$ cat src/rtl/qport_pkg.sv
package qport_pkg;

    parameter int unsigned QP_PINS   = 4;
    parameter int unsigned QP_BUS_W  = 8;
    parameter int unsigned QP_SYNC   = 2;

    typedef enum logic [1:0] {
        RSEL_NONE = 2'd0,
        RSEL_DATA = 2'd1,
        RSEL_DIR  = 2'd2
    } rsel_e;

    // A data read takes priority over a direction read.
    function automatic rsel_e pick_read(input logic want_dat, input logic want_dir);
        if (want_dat)
            return RSEL_DATA;
        else if (want_dir)
            return RSEL_DIR;
        else
            return RSEL_NONE;
    endfunction

endpackage

$ cat src/rtl/qport_sync.sv
module qport_sync #(
    parameter int unsigned W      = 4,
    parameter int unsigned STAGES = 2
) (
    input  logic         clk,
    input  logic         rst,
    input  logic [W-1:0] d,
    output logic [W-1:0] q
);
    logic [STAGES-1:0][W-1:0] stg;

    always_ff @(posedge clk) begin
        if (rst) begin
            stg <= '0;
        end else begin
            stg[0] <= d;
            for (int s = 1; s < STAGES; s++)
                stg[s] <= stg[s-1];
        end
    end

    assign q = stg[STAGES-1];

    AST_SYNC_CLEAR: assert property (@(posedge clk) rst |=> (q == '0)) else $error("sync not cleared");
endmodule

$ cat src/rtl/qport_pin.sv
module qport_pin (
    input  logic clk,
    input  logic rst,
    input  logic wr_dat,
    input  logic wr_dir,
    input  logic wbit,
    output logic lat_q,
    output logic dir_q,
    output logic oe,
    output logic out
);
    always_ff @(posedge clk) begin
        if (rst) begin
            lat_q <= 1'b0;
            dir_q <= 1'b1;
        end else begin
            if (wr_dat) lat_q <= wbit;
            if (wr_dir) dir_q <= wbit;
        end
    end

    assign oe  = ~dir_q;
    assign out = lat_q;

    AST_DAT_LOAD: assert property (@(posedge clk) disable iff (rst) wr_dat |=> (lat_q == $past(wbit))) else $error("latch load");
    AST_DAT_KEEP: assert property (@(posedge clk) disable iff (rst) !wr_dat |=> $stable(lat_q)) else $error("latch hold");
    AST_DIR_LOAD: assert property (@(posedge clk) disable iff (rst) wr_dir |=> (dir_q == $past(wbit))) else $error("dir load");
endmodule

$ cat src/rtl/qport_rmux.sv
module qport_rmux
    import qport_pkg::*;
#(
    parameter int unsigned NPINS = 4,
    parameter int unsigned BUS_W = 8
) (
    input  logic             clk,
    input  logic             rst,
    input  rsel_e            sel,
    input  logic [NPINS-1:0] sync_in,
    input  logic [NPINS-2:0] ana_sel,
    input  logic             rst_pin_en,
    input  logic [NPINS-2:0] dir_bits,
    output logic [BUS_W-1:0] rdata
);
    localparam int unsigned TOP = NPINS - 1;

    logic [NPINS-1:0] port_val;
    logic [NPINS-1:0] dir_val;

    always_comb begin
        port_val[TOP-1:0] = sync_in[TOP-1:0] & ~ana_sel;
        port_val[TOP]     = sync_in[TOP] & ~rst_pin_en;
        dir_val           = {1'b1, dir_bits};
    end

    always_ff @(posedge clk) begin
        if (rst) begin
            rdata <= '0;
        end else begin
            case (sel)
                RSEL_DATA: rdata <= BUS_W'(port_val);
                RSEL_DIR:  rdata <= BUS_W'(dir_val);
                default:   rdata <= rdata;
            endcase
        end
    end

    AST_RD_HOLD:    assert property (@(posedge clk) disable iff (rst) (sel == RSEL_NONE) |=> $stable(rdata)) else $error("rdata hold");
    AST_UPPER_ZERO: assert property (@(posedge clk) disable iff (rst) (sel != RSEL_NONE) |=> ((rdata >> NPINS) == '0)) else $error("upper bits");
    AST_DIR_TOP:    assert property (@(posedge clk) disable iff (rst) (sel == RSEL_DIR) |=> rdata[TOP]) else $error("dir top bit");
    AST_ANA_ZERO:   assert property (@(posedge clk) disable iff (rst) (sel == RSEL_DATA) |=> ((rdata[TOP-1:0] & $past(ana_sel)) == '0)) else $error("analog read");
    AST_RPE_ZERO:   assert property (@(posedge clk) disable iff (rst) (sel == RSEL_DATA && rst_pin_en) |=> !rdata[TOP]) else $error("reset pin read");
endmodule

$ cat src/rtl/quad_io_port.sv
module quad_io_port
    import qport_pkg::*;
#(
    parameter int unsigned NPINS  = QP_PINS,
    parameter int unsigned BUS_W  = QP_BUS_W,
    parameter int unsigned SYNC_N = QP_SYNC
) (
    input  logic             clk,
    input  logic             rst,
    input  logic [BUS_W-1:0] bus_wdata,
    input  logic             dat_wr,
    input  logic             dat_rd,
    input  logic             dir_wr,
    input  logic             dir_rd,
    output logic [BUS_W-1:0] bus_rdata,
    input  logic [NPINS-2:0] ana_sel,
    input  logic             rst_pin_en,
    input  logic [NPINS-1:0] pad_in,
    output logic [NPINS-1:0] pad_oe,
    output logic [NPINS-1:0] pad_out
);
    localparam int unsigned NIO = NPINS - 1;

    logic [NIO-1:0]   lat_bits;
    logic [NIO-1:0]   dir_bits;
    logic [NPINS-1:0] pad_sync;
    rsel_e            rsel;
    logic             unused_wbits;

    assign unused_wbits = ^bus_wdata[BUS_W-1:NIO] ^ ^lat_bits;

    for (genvar i = 0; i < NIO; i++) begin : g_pin
        qport_pin u_pin (
            .clk    (clk),
            .rst    (rst),
            .wr_dat (dat_wr),
            .wr_dir (dir_wr),
            .wbit   (bus_wdata[i]),
            .lat_q  (lat_bits[i]),
            .dir_q  (dir_bits[i]),
            .oe     (pad_oe[i]),
            .out    (pad_out[i])
        );
    end

    // Input-only top pin never drives.
    assign pad_oe[NIO]  = 1'b0;
    assign pad_out[NIO] = 1'b0;

    qport_sync #(.W(NPINS), .STAGES(SYNC_N)) u_sync (
        .clk (clk),
        .rst (rst),
        .d   (pad_in),
        .q   (pad_sync)
    );

    assign rsel = pick_read(dat_rd, dir_rd);

    qport_rmux #(.NPINS(NPINS), .BUS_W(BUS_W)) u_rmux (
        .clk        (clk),
        .rst        (rst),
        .sel        (rsel),
        .sync_in    (pad_sync),
        .ana_sel    (ana_sel),
        .rst_pin_en (rst_pin_en),
        .dir_bits   (dir_bits),
        .rdata      (bus_rdata)
    );

    AST_RESET_DIR: assert property (@(posedge clk) rst |=> (pad_oe == '0)) else $error("reset direction");
    AST_ANA_NO_OE: assert property (@(posedge clk) disable iff (rst) (!dir_wr && $changed(ana_sel)) |=> $stable(pad_oe)) else $error("analog touched oe");
endmodule

$ cat config.mk
export PLATFORM = sky130hd
export DESIGN_NAME = quad_io_port
export DESIGN_NICKNAME = d
export VERILOG_FILES = /design/src/rtl/qport_pkg.sv /design/src/rtl/qport_sync.sv /design/src/rtl/qport_pin.sv /design/src/rtl/qport_rmux.sv /design/src/rtl/quad_io_port.sv
export SDC_FILE = /design/constraint.sdc
export NUM_CORES = 1
export LEC_CHECK = 0
export BUFFER_PORTS_ARGS = -buffer_cell sky130_fd_sc_hd__buf_2
export CORE_MARGIN = 4
export CORE_UTILIZATION = 42
export DETAILED_ROUTE_END_ITERATION = 7
export PLACE_DENSITY = 0.76
export SYNTH_ARGS = -nofsm -noshare
export SYNTH_HDL_FRONTEND = slang
export SYNTH_SLANG_ARGS = --single-unit
$ cat constraint.sdc
create_clock -name clk -period 0.9 [get_ports clk]
set_clock_uncertainty 0.05 [all_clocks]
set_input_delay 0.09 -clock clk [delete_from_list [all_inputs] [get_ports clk]]
set_output_delay 0.09 -clock clk [all_outputs]
set_load 0.02 [all_outputs]
=== Word-level counts from Yosys, hierarchy flattened ===
Index checks and enable logic that the tools add are counted.

* Register bits after elaboration: 22
* Output and inout port bits: 16

* Equal/unequal tests: 2
* Mux-type cells: 3
* Bitwise gates (word level): 7
* Reductions and logical operators: 1

{| class="wikitable"
|+ Operators with widths
! kind !! number
|-
| case mux 8 bit (2 select lines) || 1
|-
| 2-to-1 mux 2 bit || 2
|-
| inverter 1 bit || 4
|-
| AND 3 bit || 1
|-
| inverter 3 bit || 1
|-
| == test 2 x 1 -> 1 bit (second input constant) || 1
|-
| == test 2 bit (second input constant) || 1
|-
| nonzero test 2 bit || 1
|-
| AND 1 bit || 1
|}

=== Depth between registers and ports, before layout ===
Gate-level depths: netlist of run 1.

* Word-level depth: 4
* Depth in mapped cells: 3
* Gate-level depth less buffers: 3

=== Modules after synthesis ===
Synthesis of run 1 repeated with hierarchy kept, for this count alone.

* Cells, all modules: 79
* Area total of the unflattened synthesis: 748.2 um^2

{| class="wikitable"
|+ Modules (own cells, without submodules)
! module !! instances !! cells each !! area an instance (um^2) !! seq. area each (um^2)
|-
| qport_pin || 3 || 9 || 80.1 || 40.0
|-
| qport_sync || 1 || 20 || 240.2 || 160.2
|-
| qport_rmux || 1 || 28 || 235.2 || 80.1
|-
| quad_io_port || 1 || 4 || 32.5 || 0.0
|}

=== Worst setup path after synthesis of run 1 ===
No wires, ideal clock.

* Path kind: register to register
* Start point: register u_rmux.rdata[0] (netlist name)
* End point: register u_rmux.rdata[0]
* Setup time: 0.086 ns
* Arrival time: 0.785 ns
* Required time: 0.764 ns
* Path slack: -0.020 ns
* Stages on the path, launching flop included: 4
* Path buffers: 0
* Period minus slack after synthesis: 0.920 ns
* Cell sequence: dfxtp_1 nor2b_1 a211oi_1 a211oi_1

{| class="wikitable"
|+ RTL lines
! element !! RTL line !! text
|-
| end signal, assigned || qport_rmux.sv:32 || <nowiki>RSEL_DATA: rdata <= BUS_W'(port_val);</nowiki>
|-
| end signal, assigned || qport_rmux.sv:33 || <nowiki>RSEL_DIR: rdata <= BUS_W'(dir_val);</nowiki>
|-
| end signal, assigned || qport_rmux.sv:34 || <nowiki>default: rdata <= rdata;</nowiki>
|-
| end, declared || qport_rmux.sv:14 || <nowiki>output logic [BUS_W-1:0] rdata</nowiki>
|}

=== Worst setup path in the final report of run 1 ===
* Start point: register g_pin[1].u_pin.dir_q
* End point: output pad_oe[1]

* Longest elaborated chain between the ends: 1

{| class="wikitable"
|+ RTL lines
! element !! RTL line !! text
|-
| start, declared || qport_pin.sv:8 || <nowiki>output logic dir_q,</nowiki>
|-
| start signal, assigned || qport_pin.sv:18 || <nowiki>if (wr_dir) dir_q <= wbit;</nowiki>
|-
| inverter 1 bit || qport_pin.sv:22 || <nowiki>assign oe = ~dir_q;</nowiki>
|-
| end, declared || quad_io_port.sv:19 || <nowiki>output logic [NPINS-1:0] pad_oe,</nowiki>
|}

Every way passes these cells.

==> metrics.txt, run 1 <==
Reg2Reg Depth=3; I/O Buffers=26; Starting DRT DRC Count=3; largest net degree at the start of global routing=11; area leader, netlist=dfxtp_1; Die W=49.0 microns; fmax=1050 MHz; final wirelength=1390 microns; endpoints failing hold=1; post-layout util=0.679; Max-cap violations=0; Area Growth Syn to Fin=48.4%; core footprint=1540 sq um; DR vias=540; YS warnings=0; Worst Path Required=0.76 ns; RSZ-0062 raised after global routing=true; worst hold slack=-0.00289 ns; hold crit path type=primary input to flip-flop; hpwl dp=902 microns; min cycle time layout=0.950 ns; Pleak=0.482 nW; Remaining Overflow, GRT=0; fin crit share=1.06; drt wl/cell=11.3 microns; Hold EP=u_rmux.rdata[1]; nets=130; cell row count=14; chip height=49.0 microns; top cell type's share of synthesized area=0.511; flop2flop setup slack=0.04 ns; # setup viols final=3; H-tree levels=1; Syn Inst Count=72; hold buffer count at cts=9; sequential power share=0.520; I/O pin total=38; WS Path Type=flip-flop to output port; HP Start=ana_sel[1]; Yosys reg bits=18; ratio of cells with drive above 1 in the final layout=0.514; overall routing resource usage=0.116; RR Startpoint=u_rmux.rdata[0]; nature of the critical path startpoint=flip-flop; root buffer cell=clkbuf_4; sw power=415 uW; P per Cell Area=1600 nW/um^2; RR Endpoint=u_rmux.rdata[0]; Detail Route Antenna Nets=0; Fill cells=123; Register Area=373 sq um; mapped cell area=706 sq um; Setup TNS=-0.133 ns; multi-input logic area=273 sq um; clock slew at reported path FFs=0.10 ns; CTS tree=yes; Crit. Startpoint=g_pin[1].u_pin.dir_q; combinational cell fraction of total power=0.187; clock latency on the worst-skew pair=0.29 ns; VDD IR max=1.08 mV; clk buf depth=2; Initial Utilization=0.458; clk sinks=18; failing checks=negative hold slack, negative setup slack; count leader, synth=dfxtp_1; Seq/Total Area, Yosys=0.511; Avg Inst Size Synth=9.80 sq um; DR DRC count=0; CP Capture Type=output port; Final Wtd Congestion=0.740; number of synthesized flops with an enable pin=0; initial antenna violation count=0; asr flop ratio synth=0; clock share of power=0.293; Die Area=2400 sq um; Post-synth top cells=dfxtp_1, buf_4, nor2b_1; DP Worst Slack=0.0172 ns; Final Max Slew Viols=0; status=finished, violations left; Yosys cell types=14; Synth area leaders=dfxtp_1, buf_4, nor2b_1; worst hold stages=3; CTS buffer count=3; first-pass GRT wire length=2150 microns; final worst slack=-0.0495 ns; Via-to-Cell Ratio=4.39; critical path peak fanout=2; most common flop cell mapped by yosys=dfxtp_1; vias in the first global route=482; number of inserted diodes=0; Net Sw Frac=0.247; CP arrival=0.81 ns; DR pass1 iterations=3; Internal=1.26 mW
-- cell type report --
class	instances	area share
Inverter	5	0.0179
Tap cell	16	0.0191
Multi-Input combinational cell	40	0.260
Clock buffer	4	0.0346
Timing Repair Buffer	40	0.312
Sequential cell	18	0.356
-- state kept, by name (all words and copies together) (netlist names) --
signal,flops
u_rmux.rdata,4
g_pin.u_pin.lat_q,3
u_sync.q,4
g_pin.u_pin.dir_q,3
u_sync.stg,4
-- cells in the final DEF (no fill, tap or decap), drive strengths merged --
cell type and n:
a211oi 6, buf 31, clkbuf 4, conb 6, dfxtp 18, dlygate4sd3 9
inv 5, mux2i 3, nand2 3, nand2b 3, nor2 3, nor2b 11
o211ai 3, o21ai 1, o311a 1
-- per-stage QoR --
| stage | std cells | instance area, sq um | power, mW |
|---|---|---|---|
| after floorplan | 77 | 728 | 1.05 |
| after global placement | 106 | 786 | 1.09 |
| after detailed placement | 106 | 786 | 1.09 |
| after CTS | 123 | 1010 | 1.66 |
| after global routing | 123 | 1050 | 1.75 |
| final | 123 | 1050 | 1.68 |
-- worst max-delay path: stages (launching register included) --
cell and delay [ns]:
dfxtp_2 0.35, inv_2 0.05, buf_6 0.12
-- cell families (layout without fill, tap and decap cells) --
group	after synthesis	in the layout	share of synthesized area
compound gates	11	11	0.117
mux	3	3	0.0426
flops	18	18	0.511
simple gates	20	20	0.156
other cells	1	6	0.00531
buf+inv	19	49	0.168
-- power by group through the flow --
stage          Clock, mW  Sequential, mW  Combinational [mW]
2_1_floorplan          0           0.889               0.158
5_1_grt            0.539           0.876               0.338
6_report           0.492           0.871               0.313
4_1_cts            0.499           0.870               0.293
3_5_place_dp           0           0.878               0.211
3_3_place_gp           0           0.876               0.209
-- repair_timing --
item | 4_1_cts | 5_1_grt
endpoints found under the hold margin | 13 | 1
gates resized for setup | 30 | 11
setup endpoints to repair | 11 | 27
cloned | 0 | 0
buffers inserted | 4 | 1
pin swaps | 1 | 1
-- routing by layer --
layer / wire length [microns] / vias up / global-route usage / part of all wire
met3: 143 / 2 / 0.0765 / 0.10
met2: 674 / 22 / 0.180 / 0.48
li1: - / 285 / - / -
met5: 0 / - / 0 / 0
met1: 561 / 231 / 0.130 / 0.40
met4: 11 / 0 / 0.0269 / 0.0079
-- worst max-delay path by stage --
stage / end / slack (ns) / cells past startpoint
5_1_grt: pad_oe[1] / -0.1 / 2
2_1_floorplan: u_rmux.rdata[3] / 0.03 / 1
3_5_place_dp: u_rmux.rdata[2] / 0.02 / 3
6_report: pad_oe[1] / -0.05 / 2
3_3_place_gp: u_rmux.rdata[1] / 0.07 / 3
4_1_cts: pad_oe[1] / -0.05 / 2
Power figures use the tool's default switching activity.
==> inputs of run 2 (changes only) <==
--- a/config.mk
+++ b/config.mk
@@ -9,6 +9,7 @@
 export CORE_MARGIN = 4
 export CORE_UTILIZATION = 42
 export DETAILED_ROUTE_END_ITERATION = 7
+export HOLD_SLACK_MARGIN = 0.02
 export PLACE_DENSITY = 0.76
 export SYNTH_ARGS = -nofsm -noshare
 export SYNTH_HDL_FRONTEND = slang
==> run 2 against run 1 <==
The run ends with negative setup slack left. Critical path depth stayed put. Power is 0.46% higher. Non-clock buffer count is 1 higher. Cell count is 0.81% higher. Combinational power is 2% higher. Wire length is 7.8% higher. Clock power hardly changed. Sequential power hardly changed. Register-to-register slack hardly changed. First-iteration DRC count is 67% lower. Hold slack better by 0.0034 ns. Core utilization is 0.65 points higher.
==> metrics.txt, run 2 (synthesis gave the netlist of run 1 again) <==
status=finished, violations left; failing checks=negative setup slack; drt wl/cell=12.1 microns; DR DRC count=0; nets=131; Initial Utilization=0.458; # setup viols final=3; clock slew at reported path FFs=0.10 ns; cell row count=14; clock share of power=0.293; fmax=1040 MHz; Final Wtd Congestion=0.740; H-tree levels=1; Max-cap violations=0; critical path peak fanout=2; hold buffer count at cts=10; largest net degree at the start of global routing=11; CP Capture Type=output port; post-layout util=0.686; Finished Layout Cells=124; overall routing resource usage=0.121; Reg2Reg Depth=3; min cycle time layout=0.958 ns; CP arrival=0.82 ns; combinational cell fraction of total power=0.189; sw power=419 uW; hpwl dp=902 microns; ratio of cells with drive above 1 in the final layout=0.509; Placed Cells=106; I/O pin total=38; root buffer cell=clkbuf_4; most used cells in the layout excluding fill and tap cells=buf_2, buf_6, dfxtp_2, dlygate4sd3_1, nor2b_1; Area Growth Syn to Fin=49.8%; Detail Route Antenna Nets=0; CTS tree=yes; Via-to-Cell Ratio=4.36; multi-input logic area=273 sq um; RSZ-0062 raised after global routing=true; Hold EP=u_rmux.rdata[0]; nature of the critical path startpoint=flip-flop; vias in the first global route=505; clk sinks=18; placed inst area=786 sq um; sequential power share=0.518; I/O Buffers=26; worst hold stages=3; Fill cells=127; HP Start=ana_sel[0]; Die Area=2400 sq um; chip height=49.0 microns; design area=1060 sq um; Final Max Slew Viols=0; P per Cell Area=1590 nW/um^2; Worst Path Required=0.76 ns; fin crit share=1.06; clk buf depth=2; WS Path Type=flip-flop to output port; clock latency on the worst-skew pair=0.29 ns; VDD IR max=1.08 mV; Register Area=373 sq um; Remaining Overflow, GRT=0; DR vias=541; Net Sw Frac=0.249; number of inserted diodes=0; Die W=49.0 microns; hold crit path type=primary input to flip-flop; final wirelength=1500 microns; RR Endpoint=u_rmux.rdata[2]; Starting DRT DRC Count=1; final worst slack=-0.0583 ns; DR pass1 iterations=3; CTS buffer count=3; Tot Pwr=1.68 mW; Internal=1.26 mW; first-pass GRT wire length=2250 microns; initial antenna violation count=0; core footprint=1540 sq um; RR Startpoint=u_rmux.rdata[2]; commonest non-fill, non-tap cell in the layout=buf_2; flop2flop setup slack=0.04 ns; Pleak=0.486 nW; endpoints failing hold=0
-- run 2: per-layer routing --
layer | routed length (microns) | track usage | up-vias
met5 | 0 | 0 | -
met4 | 11 | 0.0269 | 0
met3 | 141 | 0.0765 | 2
met2 | 767 | 0.198 | 22
met1 | 580 | 0.132 | 231
li1 | - | - | 286
-- run 2: per-stage QoR --
stage               TNS (ns)  worst slack [ns]  hold slack (ns)
floorplan                  0            0.0277            0.112
global placement           0            0.0709            0.248
detailed placement         0            0.0172            0.256
CTS                   -0.137           -0.0469         -0.00429
global route          -0.576           -0.0999          0.00250
finish                -0.149           -0.0583         0.000476
-- run 2: critical path, cell delays in order, from the launching register on --
cell and delay, ns:
dfxtp_2 0.36, inv_2 0.04, buf_6 0.12
-- run 2: power by group through the flow --
stage               registers (mW)  logic, mW  clock network, mW
finish                       0.872      0.318              0.493
global route                 0.877      0.344              0.539
CTS                          0.870      0.297              0.499
detailed placement           0.878      0.211                  0
global placement             0.876      0.209                  0
floorplan                    0.889      0.158                  0
-- run 2: how the worst max path moves through the flow --
| stage | slack (ns) | endpoint | start | cells after the start |
|---|---|---|---|---|
| after floorplan | 0.03 | u_rmux.rdata[3] | u_rmux.rdata[3] | 1 |
| after global placement | 0.07 | u_rmux.rdata[1] | u_rmux.rdata[1] | 3 |
| after detailed placement | 0.02 | u_rmux.rdata[2] | u_rmux.rdata[2] | 3 |
| after CTS | -0.05 | pad_oe[1] | g_pin[1].u_pin.dir_q | 2 |
| after global routing | -0.1 | pad_oe[1] | g_pin[1].u_pin.dir_q | 2 |
| final | -0.06 | pad_oe[2] | g_pin[2].u_pin.dir_q | 2 |
-- run 2: repair_timing --
item / 4_1_cts / 5_1_grt
pin swaps: 1 / 1
hold endpoints to repair: 15 / 2
buffers inserted: 4 / 1
endpoints found under the setup margin: 11 / 27
gates resized for setup: 30 / 11
-- run 2: layout make-up --
class,count,area share
multi-input combinational,40,0.258
tap,16,0.0189
timing repair buffer,41,0.318
sequential,18,0.353
inverter,5,0.0178
clock buffer,4,0.0343
==> inputs of run 3 (changes only) <==
--- a/config.mk
+++ b/config.mk
@@ -7,10 +7,11 @@
 export LEC_CHECK = 0
 export BUFFER_PORTS_ARGS = -buffer_cell sky130_fd_sc_hd__buf_2
 export CORE_MARGIN = 4
-export CORE_UTILIZATION = 42
+export CORE_UTILIZATION = 40
 export DETAILED_ROUTE_END_ITERATION = 7
 export HOLD_SLACK_MARGIN = 0.02
-export PLACE_DENSITY = 0.76
+export PLACE_DENSITY = 0.73
+export REMOVE_ABC_BUFFERS = 1
 export SYNTH_ARGS = -nofsm -noshare
 export SYNTH_HDL_FRONTEND = slang
 export SYNTH_SLANG_ARGS = --single-unit
==> run 3 against run 2 <==
The run ends with negative hold slack, negative setup slack left. Flip-flop and latch count unchanged. Critical path depth unchanged. Via count increased by 7.0%. Critical endpoint is now pad_oe[0]. Highest routed layer unchanged.
==> metrics.txt, run 3 (synthesis gave the netlist of run 1 again) <==
DR vias=579; CP max-delay cell=dfxtp_2; first-pass GRT wire length=2460 microns; Die Area=2500 sq um; core footprint=1590 sq um; I/O pin total=38; fin crit share=1.06; Worst Path Required=0.76 ns; drt wl/cell=11.5 microns; critical path, cell by cell=inv_2 > buf_6; largest net degree at the start of global routing=11; clk sinks=18; overall routing resource usage=0.129; hold buffer count at cts=9; Final Max Slew Viols=0; design area=1030 sq um; final wirelength=1500 microns; critical path peak fanout=2; commonest non-fill, non-tap cell in the layout=buf_2; DR DRC count=0; # setup viols final=3; cell row count=14; Detail Route Antenna Nets=0; final worst slack=-0.0576 ns; Starting DRT DRC Count=5; most used cells in the layout excluding fill and tap cells=buf_2, nor2b_1, dfxtp_2, buf_6, dlygate4sd3_1; Max-cap violations=0; hpwl dp=965 microns; WS Path Type=flip-flop to output port; vias in the first global route=587; initial antenna violation count=0; nets=129; number of inserted diodes=0; hold crit path type=primary input to flip-flop; Metal-1 WL=613 microns; nature of the critical path startpoint=flip-flop; WL met3=111 microns; CTS tree=yes; post-layout util=0.644; min cycle time layout=0.958 ns; CTS buffer count=3; clk buf depth=2; failing checks=negative hold slack, negative setup slack; DR top layer=met4; worst hold slack=-0.00350 ns; placed inst area=792 sq um; CP Buf/Inv Count=2; Area Growth Syn to Fin=45.4%; Die W=50 microns; VDD IR max=1.13 mV; RSZ-0062 raised after global routing=true; slowest stage delay, CP=0.35 ns; status=finished, violations left; chip height=50 microns; endpoints failing hold=1; H-tree levels=1; DP Worst Slack=0.0362 ns; root buffer cell=clkbuf_4; CP arrival=0.82 ns; DR pass1 iterations=3; CP Capture Type=output port; clock slew at reported path FFs=0.10 ns; Via-to-Cell Ratio=4.45; clock latency on the worst-skew pair=0.29 ns; Pleak=0.472 nW; ratio of cells with drive above 1 in the final layout=0.462; Remaining Overflow, GRT=0; met2 routed WL=743 microns; P per Cell Area=1620 nW/um^2; Crit path max-delay family=flip-flops; fmax=1040 MHz; Final Wtd Congestion=0.669; Initial Utilization=0.443; I/O Buffers=26
==> run 3: cell count changes in the layout (fill, tap and decap cells not counted), sizes merged <==
cell	previous run	this run
buf	31	30
dlygate4sd3	10	9
==> run 3: cell type report <==
type                       count  area, sq um
tap                           24         30.0
inverter                       5         18.8
fill                         117          568
multi-input combinational     40          255
clock buffer                   4         36.3
timing repair buffer          39          313
sequential                    18          373
==> run 3: final timing paths <==
path | from | end | slack (ns) | cells past startpoint
worst max-delay path | g_pin[0].u_pin.dir_q | pad_oe[0] | -0.06 | 2
worst min-delay path | ana_sel[1] | u_rmux.rdata[1] | -0.003 | 3
worst max register to register | u_rmux.rdata[1] | u_rmux.rdata[1] | 0.01 | 3
worst min register to register | u_sync.stg[3] | u_sync.q[3] | 0.40 | 1
==> run 3: metal layers <==
layer	GRT usage	up-vias
met4	0.0691	0
met5	0	-
li1	-	284
met1	0.150	265
met3	0.0331	5
met2	0.215	25
==> run 3: per-stage QoR <==
| step | setup TNS, ns | hold WS, ns | power [mW] | cells |
|---|---|---|---|---|
| after CTS | -0.182 | -0.00545 | 1.66 | 129 |
| after floorplan | -0.0605 | 0.112 | 0.991 | 63 |
| final | -0.150 | -0.00350 | 1.66 | 130 |
| after global routing | -0.451 | 0.00971 | 1.72 | 130 |
| after global placement | 0 | 0.251 | 1.08 | 114 |
| after detailed placement | 0 | 0.257 | 1.09 | 114 |
==> run 3: worst register-to-register path: cells and delay by family, from the launching register on <==
kind	cells	cell delay, ns
and+or+nand+nor	1	0.12
AOI/OAI and AO/OA	2	0.28
DFF	1	0.33
==> run 3: timing repair <==
item                                    in CTS  in global routing
buffers inserted                             2                  1
pin swaps                                    0                  1
gates resized for setup                     33                  3
endpoints found under the setup margin      10                 14
hold endpoints to repair                    13                  1
==> run 3: where the power goes <==
group	leakage (nW)	switching, mW	internal [mW]	total, mW
registers	0.151	0.0227	0.847	0.870
clock network	0.0210	0.245	0.247	0.492
logic	0.300	0.146	0.156	0.302
total	0.472	0.414	1.25	1.66
